File: src/rtl/pfsm_pkg.sv
package pfsm_pkg;

   localparam int ST_W = 4;

   typedef enum logic [ST_W-1:0] {
      ST_IDLE = 4'd0,
      ST_ARM  = 4'd1,
      ST_RUN0 = 4'd2,
      ST_RUN1 = 4'd3,
      ST_RUN2 = 4'd4,
      ST_DONE = 4'd5
   } state_t;

   // Number of Hamming check bits needed for dw data bits.
   function automatic int par_bits(input int dw);
      int p;
      p = 0;
      for (int i = 0; i < 16; i++)
         if ((1 << i) < dw + i + 1) p = i + 1;
      return p;
   endfunction

   // Codeword position (1-based) of data bit k: the k-th position that is not a power of two.
   function automatic int data_pos(input int k);
      int cnt;
      int res;
      cnt = -1;
      res = 0;
      for (int pos = 1; pos < 64; pos++) begin
         if ((pos & (pos - 1)) != 0) begin
            cnt++;
            if (cnt == k && res == 0) res = pos;
         end
      end
      return res;
   endfunction

   // Positions (bit q of the result) whose index shares a bit with sel.
   function automatic logic [63:0] cover_mask(input int sel);
      logic [63:0] m;
      m = '0;
      for (int q = 1; q < 64; q++)
         if ((q & sel) != 0) m[q] = 1'b1;
      return m;
   endfunction

endpackage

File: src/rtl/pfsm_secded_enc.sv
module pfsm_secded_enc
   import pfsm_pkg::*;
#(
   parameter int DATA_W = 4,
   localparam int PAR_W = par_bits(DATA_W),
   localparam int N     = DATA_W + PAR_W,
   localparam int CW    = N + 1
) (
   input  logic [DATA_W-1:0] data_i,
   output logic [CW-1:0]     code_o
);

   logic [N:1] body;
   logic [N:1] ham;

   for (genvar pos = 1; pos <= N; pos++) begin : g_body
      if ((pos & (pos - 1)) == 0) begin : g_chk
         assign body[pos] = 1'b0;
      end
   end

   for (genvar k = 0; k < DATA_W; k++) begin : g_place
      assign body[data_pos(k)] = data_i[k];
   end

   for (genvar pos = 1; pos <= N; pos++) begin : g_ham
      if ((pos & (pos - 1)) == 0) begin : g_chk
         localparam logic [63:0] MF = cover_mask(pos);
         assign ham[pos] = ^(body & MF[N:1]);
      end else begin : g_dat
         assign ham[pos] = body[pos];
      end
   end

   assign code_o = {ham, ^ham};

endmodule

File: src/rtl/pfsm_secded_dec.sv
module pfsm_secded_dec
   import pfsm_pkg::*;
#(
   parameter int DATA_W = 4,
   localparam int PAR_W = par_bits(DATA_W),
   localparam int N     = DATA_W + PAR_W,
   localparam int CW    = N + 1
) (
   input  logic [CW-1:0]     code_i,
   output logic [DATA_W-1:0] data_o,
   output logic              single_o,
   output logic              double_o
);

   logic [PAR_W-1:0] syn;
   logic             overall;
   logic             syn_bad;
   logic [CW-1:0]    fixed;

   for (genvar p = 0; p < PAR_W; p++) begin : g_syn
      localparam logic [63:0] MF = cover_mask(1 << p);
      assign syn[p] = ^(code_i[N:1] & MF[N:1]);
   end

   assign overall = ^code_i;

   // Only a code that does not fill its syndrome space can point past the word.
   if (((1 << PAR_W) - 1) > N) begin : g_range
      assign syn_bad = (int'(syn) > N);
   end else begin : g_full
      assign syn_bad = 1'b0;
   end

   always_comb begin
      fixed    = code_i;
      single_o = 1'b0;
      double_o = 1'b0;
      if (overall) begin
         if (syn_bad) begin
            double_o = 1'b1;
         end else begin
            single_o   = 1'b1;
            fixed[syn] = ~code_i[syn];
         end
      end else if (syn != '0) begin
         double_o = 1'b1;
      end
   end

   for (genvar k = 0; k < DATA_W; k++) begin : g_out
      assign data_o[k] = fixed[data_pos(k)];
   end

endmodule

File: src/rtl/pfsm_ctrl.sv
module pfsm_ctrl
   import pfsm_pkg::*;
(
   input  state_t cur_i,
   input  logic   start_i,
   input  logic   step_i,
   input  logic   abort_i,
   input  logic   force_idle_i,
   output state_t nxt_o,
   output logic   busy_o,
   output logic   done_o
);

   always_comb begin
      nxt_o = ST_IDLE;
      if (!force_idle_i) begin
         unique case (cur_i)
            ST_IDLE: nxt_o = start_i ? ST_ARM : ST_IDLE;
            ST_ARM:  nxt_o = ST_RUN0;
            ST_RUN0: nxt_o = abort_i ? ST_IDLE : (step_i ? ST_RUN1 : ST_RUN0);
            ST_RUN1: nxt_o = abort_i ? ST_IDLE : (step_i ? ST_RUN2 : ST_RUN1);
            ST_RUN2: nxt_o = abort_i ? ST_IDLE : (step_i ? ST_DONE : ST_RUN2);
            ST_DONE: nxt_o = ST_IDLE;
            default: nxt_o = ST_IDLE;
         endcase
      end
   end

   always_comb begin
      busy_o = (cur_i == ST_ARM) || (cur_i == ST_RUN0) ||
               (cur_i == ST_RUN1) || (cur_i == ST_RUN2);
      done_o = (cur_i == ST_DONE);
   end

endmodule

File: src/rtl/pfsm_seu_guard.sv
module pfsm_seu_guard
   import pfsm_pkg::*;
#(
   parameter  int NUM_INJ = 2,
   localparam int PAR_W   = par_bits(ST_W),
   localparam int CW      = ST_W + PAR_W + 1,
   localparam int IDX_W   = $clog2(CW)
) (
   input  logic                     clk,
   input  logic                     rst,
   input  logic                     start,
   input  logic                     step,
   input  logic                     abort,
   input  logic [NUM_INJ-1:0]       inj_en,
   input  logic [NUM_INJ*IDX_W-1:0] inj_idx,
   output logic [ST_W-1:0]          state_o,
   output logic                     busy,
   output logic                     done,
   output logic                     corrected,
   output logic                     uncorrectable
);

   if (NUM_INJ < 1 || NUM_INJ > 4) begin : g_bad_inj
      $error("pfsm_seu_guard: NUM_INJ must be 1 to 4");
   end
   if (CW != 8) begin : g_bad_cw
      $error("pfsm_seu_guard: state codeword expected to be 8 bits");
   end

   logic [CW-1:0]      stored;
   logic [CW-1:0]      enc_code;
   logic [CW-1:0]      flip;
   logic [CW-1:0]      port_mask [NUM_INJ];
   logic [ST_W-1:0]    dec_data;
   logic               dec_single;
   logic               dec_double;
   state_t             cur;
   state_t             nxt;
   state_t             load;

   pfsm_secded_dec #(.DATA_W(ST_W)) u_dec (
      .code_i   (stored),
      .data_o   (dec_data),
      .single_o (dec_single),
      .double_o (dec_double)
   );

   assign cur = dec_double ? ST_IDLE : state_t'(dec_data);

   pfsm_ctrl u_ctrl (
      .cur_i        (cur),
      .start_i      (start),
      .step_i       (step),
      .abort_i      (abort),
      .force_idle_i (dec_double),
      .nxt_o        (nxt),
      .busy_o       (busy),
      .done_o       (done)
   );

   assign load = rst ? ST_IDLE : nxt;

   pfsm_secded_enc #(.DATA_W(ST_W)) u_enc (
      .data_i (load),
      .code_o (enc_code)
   );

   for (genvar i = 0; i < NUM_INJ; i++) begin : g_inj
      assign port_mask[i] = inj_en[i] ? (CW'(1) << inj_idx[i*IDX_W +: IDX_W]) : '0;
   end

   always_comb begin
      flip = '0;
      for (int i = 0; i < NUM_INJ; i++) flip = flip ^ port_mask[i];
   end

   always_ff @(posedge clk) begin
      if (rst) stored <= enc_code;
      else     stored <= enc_code ^ flip;
   end

   assign state_o       = cur;
   assign corrected     = dec_single;
   assign uncorrectable = dec_double;

endmodule


File: config.mk
export PLATFORM = sky130hd
export DESIGN_NAME = pfsm_seu_guard
export DESIGN_NICKNAME = d
export VERILOG_FILES = /design/src/rtl/pfsm_pkg.sv /design/src/rtl/pfsm_secded_enc.sv /design/src/rtl/pfsm_secded_dec.sv /design/src/rtl/pfsm_ctrl.sv /design/src/rtl/pfsm_seu_guard.sv
export SDC_FILE = /design/constraint.sdc
export NUM_CORES = 1
export LEC_CHECK = 0
export ABC_AREA = 0
export BUFFER_PORTS_ARGS = -buffer_cell sky130_fd_sc_hd__buf_2
export CAP_MARGIN = 20
export CORE_MARGIN = 2
export CORE_UTILIZATION = 52
export CTS_CLUSTER_DIAMETER = 200
export DETAILED_ROUTE_END_ITERATION = 10
export GPL_TIMING_DRIVEN = 0
export PLACE_DENSITY_LB_ADDON = 0.08
export SLEW_MARGIN = 15
export SYNTH_ARGS = -nofsm -noshare
export SYNTH_HDL_FRONTEND = slang
export SYNTH_HIERARCHICAL = 1
export SYNTH_SLANG_ARGS = --single-unit
File: constraint.sdc
create_clock -name clk -period 5.73 [get_ports clk]
set_clock_uncertainty 0.2 [all_clocks]
set_input_delay 1.146 -clock clk [delete_from_list [all_inputs] [get_ports clk]]
set_output_delay 1.146 -clock clk [all_outputs]
set_load 0.01 [all_outputs]
=== Word-level counts from Yosys, hierarchy flattened ===
Cells that the tools add are included.

* $lt $le $gt $ge: 2
* Add/sub/neg operators: 0
* Mux-type cells: 23
* Multiply operators: 0
* Shifts and indexed selects: 2
* Bitwise gates (word level): 3
* Reductions and logical operators: 14
* Div/mod/pow operators: 0
* Eq/ne operators: 5

{| class="wikitable"
|+ Operator list
! operator !! count
|-
| $reduce_xor 7->1 || 7
|-
| $mux 8 || 4
|-
| $mux 4 || 6
|-
| $pmux 4 s5 || 1
|-
| $shl 1x3->8 const A || 2
|-
| $xor 8x8->8 || 2
|-
| $bwmux 8 || 1
|-
| $eq 4x2->1 const B || 2
|-
| $eq 4x3->1 const B || 2
|-
| $mux 1 || 8
|-
| $reduce_xor 8->1 || 1
|-
| $eq 4x1->1 const B || 1
|-
| $logic_not 4->1 || 1
|-
| $lt 3x4->1 const B || 1
|-
| $bmux 1 s3 || 1
|-
| $demux 1 s3 || 1
|-
| $ge 3x1->1 const B || 1
|-
| $logic_or 1x1->1 || 3
|-
| $mux 3 || 1
|-
| $reduce_bool 3->1 || 1
|-
| $logic_and 1x1->1 || 1
|-
| $not 1->1 || 1
|}

* Bits in registers: 8
* Memory bits (read-only): 0
* Input bits: 13
* Memories: 0
* Word-level logic and storage cells: 50
* Latch bits: 0
* Bits in writable memories: 0

=== Longest topological paths before layout ===
Gate-level depths: netlist (run 1).

* Depth after elaboration: 16
* Gate-level depth with buffers: 14
* Mapped depth without buffers: 12

=== Hierarchy ===
Netlist (run 1), hierarchy kept.

{| class="wikitable"
|+ Modules (own cells, without submodules)
! module !! cells each !! area an instance (um^2) !! times used !! seq. area each (um^2)
|-
| pfsm_secded_dec || 97 || 673.1 || 1 || 0.0
|-
| pfsm_seu_guard || 61 || 615.6 || 1 || 160.2
|-
| pfsm_ctrl || 19 || 135.1 || 1 || 0.0
|-
| pfsm_secded_enc || 8 || 132.6 || 1 || 0.0
|}

=== Least setup slack after synthesis (run 1) ===
Ideal clock, no wire load.

* Path kind: flip-flop to output port
* Start point: reg stored[1]
* End point: out busy
* Stages on the path, launching flop included: 11
* Path buffers: 1
* Slack: 1.680 ns
* Arrival: 2.704 ns
* Cells stage by stage: dfxtp_1 buf_6 xnor3_2 or3_1 o221ai_1 a21boi_1 or4_1 nor2b_1 nor2_2 xor2_1 nor2_1

* Longest elaborated chain between the ends: 12
* Elaborated cells on any way between the ends: 23

{| class="wikitable"
|+ Ends and longest elaborated chain
! element !! line !! text
|-
| start, declared || pfsm_seu_guard.sv:30 || <nowiki>logic [CW-1:0] stored;</nowiki>
|-
| start signal, assigned || pfsm_seu_guard.sv:78 || <nowiki>if (rst) stored <= enc_code;</nowiki>
|-
| start signal, assigned || pfsm_seu_guard.sv:79 || <nowiki>else stored <= enc_code ^ flip;</nowiki>
|-
| $reduce_xor 7->1 || pfsm_secded_dec.sv:22 || <nowiki>assign syn[p] = ^(code_i[N:1] & MF[N:1]);</nowiki>
|-
| $lt 3x4->1 (not written as such) or $ge 3x1->1 (tied branches) || pfsm_secded_dec.sv:43 || <nowiki>fixed[syn] = ~code_i[syn];</nowiki>
|-
| $logic_and 1x1->1 (not written as such) || pfsm_secded_dec.sv:43 ||
|-
| $mux 1 (not written as such) || pfsm_secded_dec.sv:43 ||
|-
| $demux 1 s3 || n/a ||
|-
| $bwmux 8 || pfsm_secded_dec.sv:43 ||
|-
| $mux 8 (*) || pfsm_secded_dec.sv:38 || <nowiki>if (overall) begin</nowiki>
|-
| net dec_data[0] || pfsm_seu_guard.sv:34 || <nowiki>logic [ST_W-1:0] dec_data;</nowiki>
|-
| $mux 4 (*) || pfsm_seu_guard.sv:48 || <nowiki>assign cur = dec_double ? ST_IDLE : state_t'(dec_data);</nowiki>
|-
| net state_o[0] || pfsm_seu_guard.sv:16 || <nowiki>output logic [ST_W-1:0] state_o,</nowiki>
|-
| $eq 4x1->1 or $eq 4x2->1 (tied branches) || pfsm_ctrl.sv:30 || <nowiki>busy_o = (cur_i == ST_ARM) || (cur_i == ST_RUN0) ||</nowiki>
|-
| $logic_or 1x1->1 (2 in series) || pfsm_ctrl.sv:30 ||
|-
| $logic_or 1x1->1 (*) || pfsm_ctrl.sv:31 || <nowiki>(cur_i == ST_RUN1) || (cur_i == ST_RUN2);</nowiki>
|-
| end, declared || pfsm_seu_guard.sv:17 || <nowiki>output logic busy,</nowiki>
|}

Mark *: on every way through the listed nets, which the timed path passes. The rest lies on a longest branch. The select of a mux whose other input is x is not followed.

=== Worst setup path after layout (run 1) ===
* Start point: reg stored[1]
* End point: out busy

* Longest elaborated chain between the ends: 12
* Elaborated cells on any way between the ends: 23

{| class="wikitable"
|+ Ends and longest elaborated chain
! element !! line
|-
| $reduce_xor 7->1 || pfsm_secded_dec.sv:22
|-
| $lt 3x4->1 (not written as such) or $ge 3x1->1 (tied branches) || pfsm_secded_dec.sv:43
|-
| $logic_and 1x1->1 (not written as such) || pfsm_secded_dec.sv:43
|-
| $mux 1 (not written as such) || pfsm_secded_dec.sv:43
|-
| $demux 1 s3 || n/a
|-
| $bwmux 8 || pfsm_secded_dec.sv:43
|-
| $mux 8 (*) || pfsm_secded_dec.sv:38
|-
| net dec_data[0] || pfsm_seu_guard.sv:34
|-
| $mux 4 (*) || pfsm_seu_guard.sv:48
|-
| $eq 4x1->1 or $eq 4x2->1 (tied branches) || pfsm_ctrl.sv:30
|-
| $logic_or 1x1->1 (2 in series) || pfsm_ctrl.sv:30
|-
| $logic_or 1x1->1 (*) || pfsm_ctrl.sv:31
|}

Marks and branches as above.

==> results of run 1 <==
[cell families after synthesis]
kind of cell,Yosys count
other,1
and+or+nand+nor,82
xor gates and xnor gates,27
AOI/OAI and AO/OA,39
buffers and inverters,24
DFF,8
muxes,4
[worst min path at each step]
| stage | start | endpoint | slack [ps] |
|---|---|---|---|
| floorplan | rst | stored[0] | 1110 |
| global placement | rst | stored[0] | 1250 |
| detailed placement | rst | stored[0] | 1290 |
| CTS | rst | stored[0] | 1000 |
| global route | rst | stored[0] | 1010 |
| finish | rst | stored[0] | 1000 |
[layer usage]
| layer | vias to the layer above | GRT usage (%) |
|---|---|---|
| li1 | 762 | - |
| met1 | 749 | 30.5 |
| met2 | 65 | 41.6 |
| met3 | 11 | 3.30 |
| met4 | 0 | 10.1 |
| met5 | - | 0 |
[cell usage after synthesis, types with 5 or more instances]
cell type	n	area, sq um
nand2_1	11	41.3
nand4b_1	7	61.3
dfxtp_1	8	160
a21oi_1	5	25.0
nor2b_1	10	62.6
xnor2_1	8	70.1
buf_4	6	45.0
nand4bb_1	6	67.6
xor2_1	13	114
nor2_1	6	22.5
nand2b_1	5	31.3
a221oi_1	8	70.1
clkbuf_1	7	26.3
or3_1	5	31.3
nor3_1	6	30.0
[cell type report]
| class | instances | area share [%] |
|---|---|---|
| well taps | 31 | 2.27 |
| flip-flops and latches | 8 | 9.38 |
| inverters | 3 | 0.659 |
| plain buffers | 21 | 7.18 |
| repair buffers | 18 | 5.27 |
| multi-input cells | 153 | 73.9 |
| clock buffers | 3 | 1.32 |
[critical path, stage by stage, from the launching register on]
cell      delay [ps]
dfxtp_1          330
buf_6            150
xnor3_2          500
or3_1            360
o221ai_1         290
a21boi_1         120
or4_1            520
nor2b_1          230
nor2_2           260
xor2_1           170
nor2_1            50
buf_2            150
[report_power, final]
group | switching (mW) | internal [mW] | leakage [nW]
Sequential | 0.0125 | 0.0748 | 0.0664
Combinational | 0.390 | 0.308 | 0.619
Clock | 0.0231 | 0.0242 | 0.0138
Total | 0.426 | 0.407 | 0.699
==> metrics, run 1 <==
Via Count 1587; worst setup slack after layout 966 ps; gpl congestion 0.921; Hold-fix buffers, CTS 0; Met2 Wirelength 1990 um; max-slew violations 0; most common cell after layout, fill and taps aside buf_2; max FFs per register 8; Cells after Synth 185; Initial Util 55.5%; ANT nets after route 0; CTS buffer count 3; number of I/O port buffers 18; outcome finished clean; HPWL after DPL 2880 um; worst reg2reg path depth 13; Pwr Density 488 nW/um^2; Worst EP required 4380 ps; I/O Pins 21; async set-reset flop share out of synthesis 0%; register area 160 sq um; DRT iter0 DRCs 207; area grow syn2layout 9.73%; total die area 3450 sq um; Synth Area in Compound Gates 19.3%; placed cell count 234; worst skew pair latency 270 ps; Design Power 833 uW; sequential area share after synthesis 10.3%; core box area 2810 sq um; fill count 264; CTS-repair resized insts 0; TNS Setup 0 ps; Die H 58.7 um; wl on met1 1670 um; Non-Filler Instances 237; max frequency 210 MHz; Post-CTS Repair Setup Buffers 0; Leakage Power 0.699 nW; Max Used Layer met4; maximum number of pins on one net before global-route repair 11; multi-input logic area 1260 sq um; simple-gate portion of the synthesized area 36.3%; First-pass DRT Iterations 5; Worst Tran Pin Value 692 ps; Antenna Cells 0; yosys warns 6; #FFs+latches synth 8; clock buffer depth 2; CTS Root Cell clkbuf_4; unrepaired setup endpoints after global routing false; Largest regs stored: 8 flops; FF-to-FF Start stored[1]; final core occ 60.9%; WHS Path Cells 3; Most flops, register stored; largest family of logic cells by synthesized area simple AND/OR/NAND/NOR gates; post-route design area 1710 sq um; CP arrival 3420 ps; CTS tree yes; critical path endpoint busy; first-pass GRT wire length 6560 um; layout net count 221; Max-Cap Viols 0; Routed WL per cell 16.5 um; initial antenna violation count 0; reg-to-reg slack, setup 1220 ps; slew margin rel. 52.5%; Cell Area, Synth 1560 sq um; share of layout cells above drive strength 1 24.3%; vias in the first global route 1419; synthesized net count 198; RR Endpoint stored[1]; met3 wire length 156 um; adder-cell area share of the yosys netlist 0%; GRT overflow 0; Peak VDD IR 0.298 mV; Crit Path Max Fanout 10; Place WS 1270 ps; Post-synth EDFFs 0; Clk pin slew, worst setup/hold paths 60 ps; startpoint type of the worst setup path flop; placed cell area 1690 sq um; routed wire length 3910 um; via/cell ratio 6.70; row count 19; post-synth cell types 60; gr usage total 24.3%; Syn Area/Cell 8.41 sq um; fin crit period 4760 ps; Sink Count 8; commonest cells after routing, fill and taps aside buf_2, xor2_1, nand2_1; H-Tree Depth 1; Setup CP Type flop to output pin; Final Setup Violations 0; Main synth FF type dfxtp_1; post-synthesis mux area share 3.78%; worst hold slack 1000 ps; final worst-path cycle share 83.1%; worst hold path class primary input to flop; die width 58.7 um; XOR/XNOR Fraction of Synth Area 21.5%; Final Hold Viols 0; CP Capture Type output pin; CP startpoint stored[1]; drt drc 0
Note: power is estimated with default switching activity, not from simulation.
==> run 2: changes to the inputs <==
Settings changed: ABC_AREA 0 to 1.
Clock period 5.73 ns to 4.5 ns, I/O delays scaled along.
==> metrics, run 2 <==
outcome finished clean; core box area 2710 sq um (-3.4%); HPWL after DPL 2590 um (-9.8%); routed wire length 3100 um (-21%); CTS-repair resized insts 0 (unchanged); maximum number of pins on one net before global-route repair 11 (unchanged); initial antenna violation count 0 (unchanged); worst skew pair latency 250 ps (-20 ps); TNS Setup 0 ps (unchanged); share of layout cells above drive strength 1 17.0% (-7.2 points); CP Capture Type output pin; via/cell ratio 4.74 (-29%); critical path endpoint busy; count leader, synth nand2_1; sequential area share after synthesis 11.0% (+0.73 points); post-synth cell types 25 (-58%); max frequency 265 MHz; Crit Path Max Fanout 8 (-2); CP startpoint stored[3]; XOR/XNOR Fraction of Synth Area 4.73% (-17 points); First-pass DRT Iterations 4 (-1); top cell type's share of synthesized area 29.7% (+19 points); top post-synthesis cells by count nand2_1, inv_1, nor2_1; async set-reset flop share out of synthesis 0% (unchanged); worst setup slack after layout 720 ps (-246 ps); most common cell after layout, fill and taps aside nand2_1; Place WS 821 ps (-452 ps); GRT overflow 0 (unchanged); worst reg2reg path depth 21 (+8); Cells after Synth 300 (+62%); FF-to-FF Start stored[3]; CP arrival 2680 ps (-740 ps); top cells by area, synth nand2_1, inv_1, nand3_1; first-pass GRT wire length 5490 um (-16%); Synth Area in Compound Gates 3.53% (-16 points); largest family of logic cells by synthesized area simple AND/OR/NAND/NOR gates; RR Endpoint stored[4]; Antenna Cells 0 (unchanged); max-slew violations 0 (unchanged); H-Tree Depth 1 (unchanged); commonest cells after routing, fill and taps aside nand2_1, inv_1, nor2_1; Post-synth EDFFs 0 (unchanged); total die area 3230 sq um (-6.2%); unrepaired setup endpoints after global routing false; Int Power 383 uW (-6.0%); DRT iter0 DRCs 96 (-54%); ANT nets after route 0 (unchanged); startpoint type of the worst setup path flop; Hold-fix buffers, CTS 0 (unchanged); final worst-path cycle share 84.0%; number of I/O port buffers 20 (+2); reg-to-reg slack, setup 850 ps (-370 ps); Worst EP required 3400 ps (-980 ps); Syn Area/Cell 4.85 sq um (-42%); die width 56.9 um (-3.1%); clock buffer depth 2 (unchanged); worst hold slack 850 ps (-154 ps); Peak VDD IR 0.592 mV (+99%); Pwr Density 564 nW/um^2 (+16%); Initial Util 53.6% (-1.8 points); worst hold path class primary input to flop; Design Power 911 uW (+9.4%); Clk pin slew, worst setup/hold paths 50 ps (about the same); CTS Root Cell clkbuf_4; I/O Pins 21 (unchanged); Leakage Power 0.944 nW (+35%); simple-gate portion of the synthesized area 61.3% (+25 points); vias in the first global route 1341 (-5.5%); Post-CTS Repair Setup Buffers 0 (unchanged); Routed WL per cell 8.75 um (-47%); clock share of power 5.9% (+0.2 points); layout net count 338 (+53%); Cell Area, Synth 1450 sq um (-6.6%); adder-cell area share of the yosys netlist 0% (unchanged); CTS tree yes; placed cell area 1590 sq um (-5.5%); Seq pwr share 12.4% (+1.9 points); gpl congestion 0.900 (-2.3%); Most flops, register stored; dominant cell type by area after synthesis nand2_1; Main synth FF type dfxtp_1; Via Count 1677 (+5.7%); Sink Count 8 (unchanged); switching part of the total power 58.0% (+6.9 points); slew margin rel. 54.2% (+1.7 points); max FFs per register 8 (unchanged); Die H 56.9 um (-3.1%); post-synthesis mux area share 0% (-3.8 points); row count 19 (unchanged); yosys warns 6 (unchanged); Final Hold Viols 0 (unchanged); gr usage total 20.6% (-3.6 points); synthesized net count 313 (+58%); post-route design area 1620 sq um (-5.4%); CTS buffer count 3 (unchanged); drt drc 0 (unchanged); Comb pwr share 81.7% (-2.1 points); Worst Tran Pin Value 683 ps (-8.97 ps); Max-Cap Viols 0 (unchanged); fin crit period 3780 ps; Setup CP Type flop to output pin; #FFs+latches synth 8 (unchanged); area grow syn2layout 11.1%; Largest regs stored: 8 flops; switching power 529 uW (+24%); Final Setup Violations 0 (unchanged)
[run 2: per-stage QoR]
stage | util, % | cells
2_1_floorplan | - | 300
3_3_place_gp | 58.8 | 351
3_5_place_dp | 58.8 | 351
4_1_cts | 59.6 | 354
5_1_grt | 59.6 | 354
6_report | 59.6 | 354
[run 2: how the worst min path moves through the flow]
stage	slack, ps	to	depth (start not counted)	from
floorplan	910	stored[3]	4	rst
global placement	1110	stored[4]	5	rst
detailed placement	1110	stored[1]	5	rst
CTS	850	stored[4]	5	rst
global route	900	stored[0]	5	rst
finish	850	stored[1]	5	rst
[run 2: cell families (layout without fill, tap and decap cells)]
kind of cell | count (synthesis) | in the layout
AOI/OAI and AO/OA | 9 | 9
buffers and inverters | 67 | 90
DFF | 8 | 8
other | 1 | 1
xor gates and xnor gates | 7 | 7
and+or+nand+nor | 208 | 208
[run 2: critical path: stages, from the launching register on]
cell     delay, ps
dfxtp_1        300
buf_6          130
xnor2_2        240
xnor2_1        180
inv_1          100
nand2_2        100
nand2_1         70
a31oi_1        520
nor2_1         270
nor2_4         220
o21ai_0        110
nand2_1         70
buf_2          120
[run 2: layout make-up]
class,instances,area (sq um)
tap,31,38.8
buffer,7,53.8
fill,290,1090
sequential,8,160
multi-input combinational,225,1010
clock buffer,3,22.5
inverter,60,225
timing repair buffer,20,100
[run 2: routing by layer]
layer  vias to the layer above  GRT usage, %  share of wire, %
met2                        33          32.1                42
met1                       693          30.5                52
met3                         4          3.46               4.7
li1                        947             -                 -
met5                         -             0                 0
met4                         0          2.99              0.61
[run 2: power by group through the flow]
| stage | sequential, mW | clock [mW] | combinational (mW) |
|---|---|---|---|
| floorplan | 0.111 | 0 | 0.584 |
| global placement | 0.114 | 0 | 0.737 |
| detailed placement | 0.114 | 0 | 0.742 |
| CTS | 0.113 | 0.0555 | 0.744 |
| global route | 0.117 | 0.0605 | 0.848 |
| finish | 0.113 | 0.0536 | 0.745 |
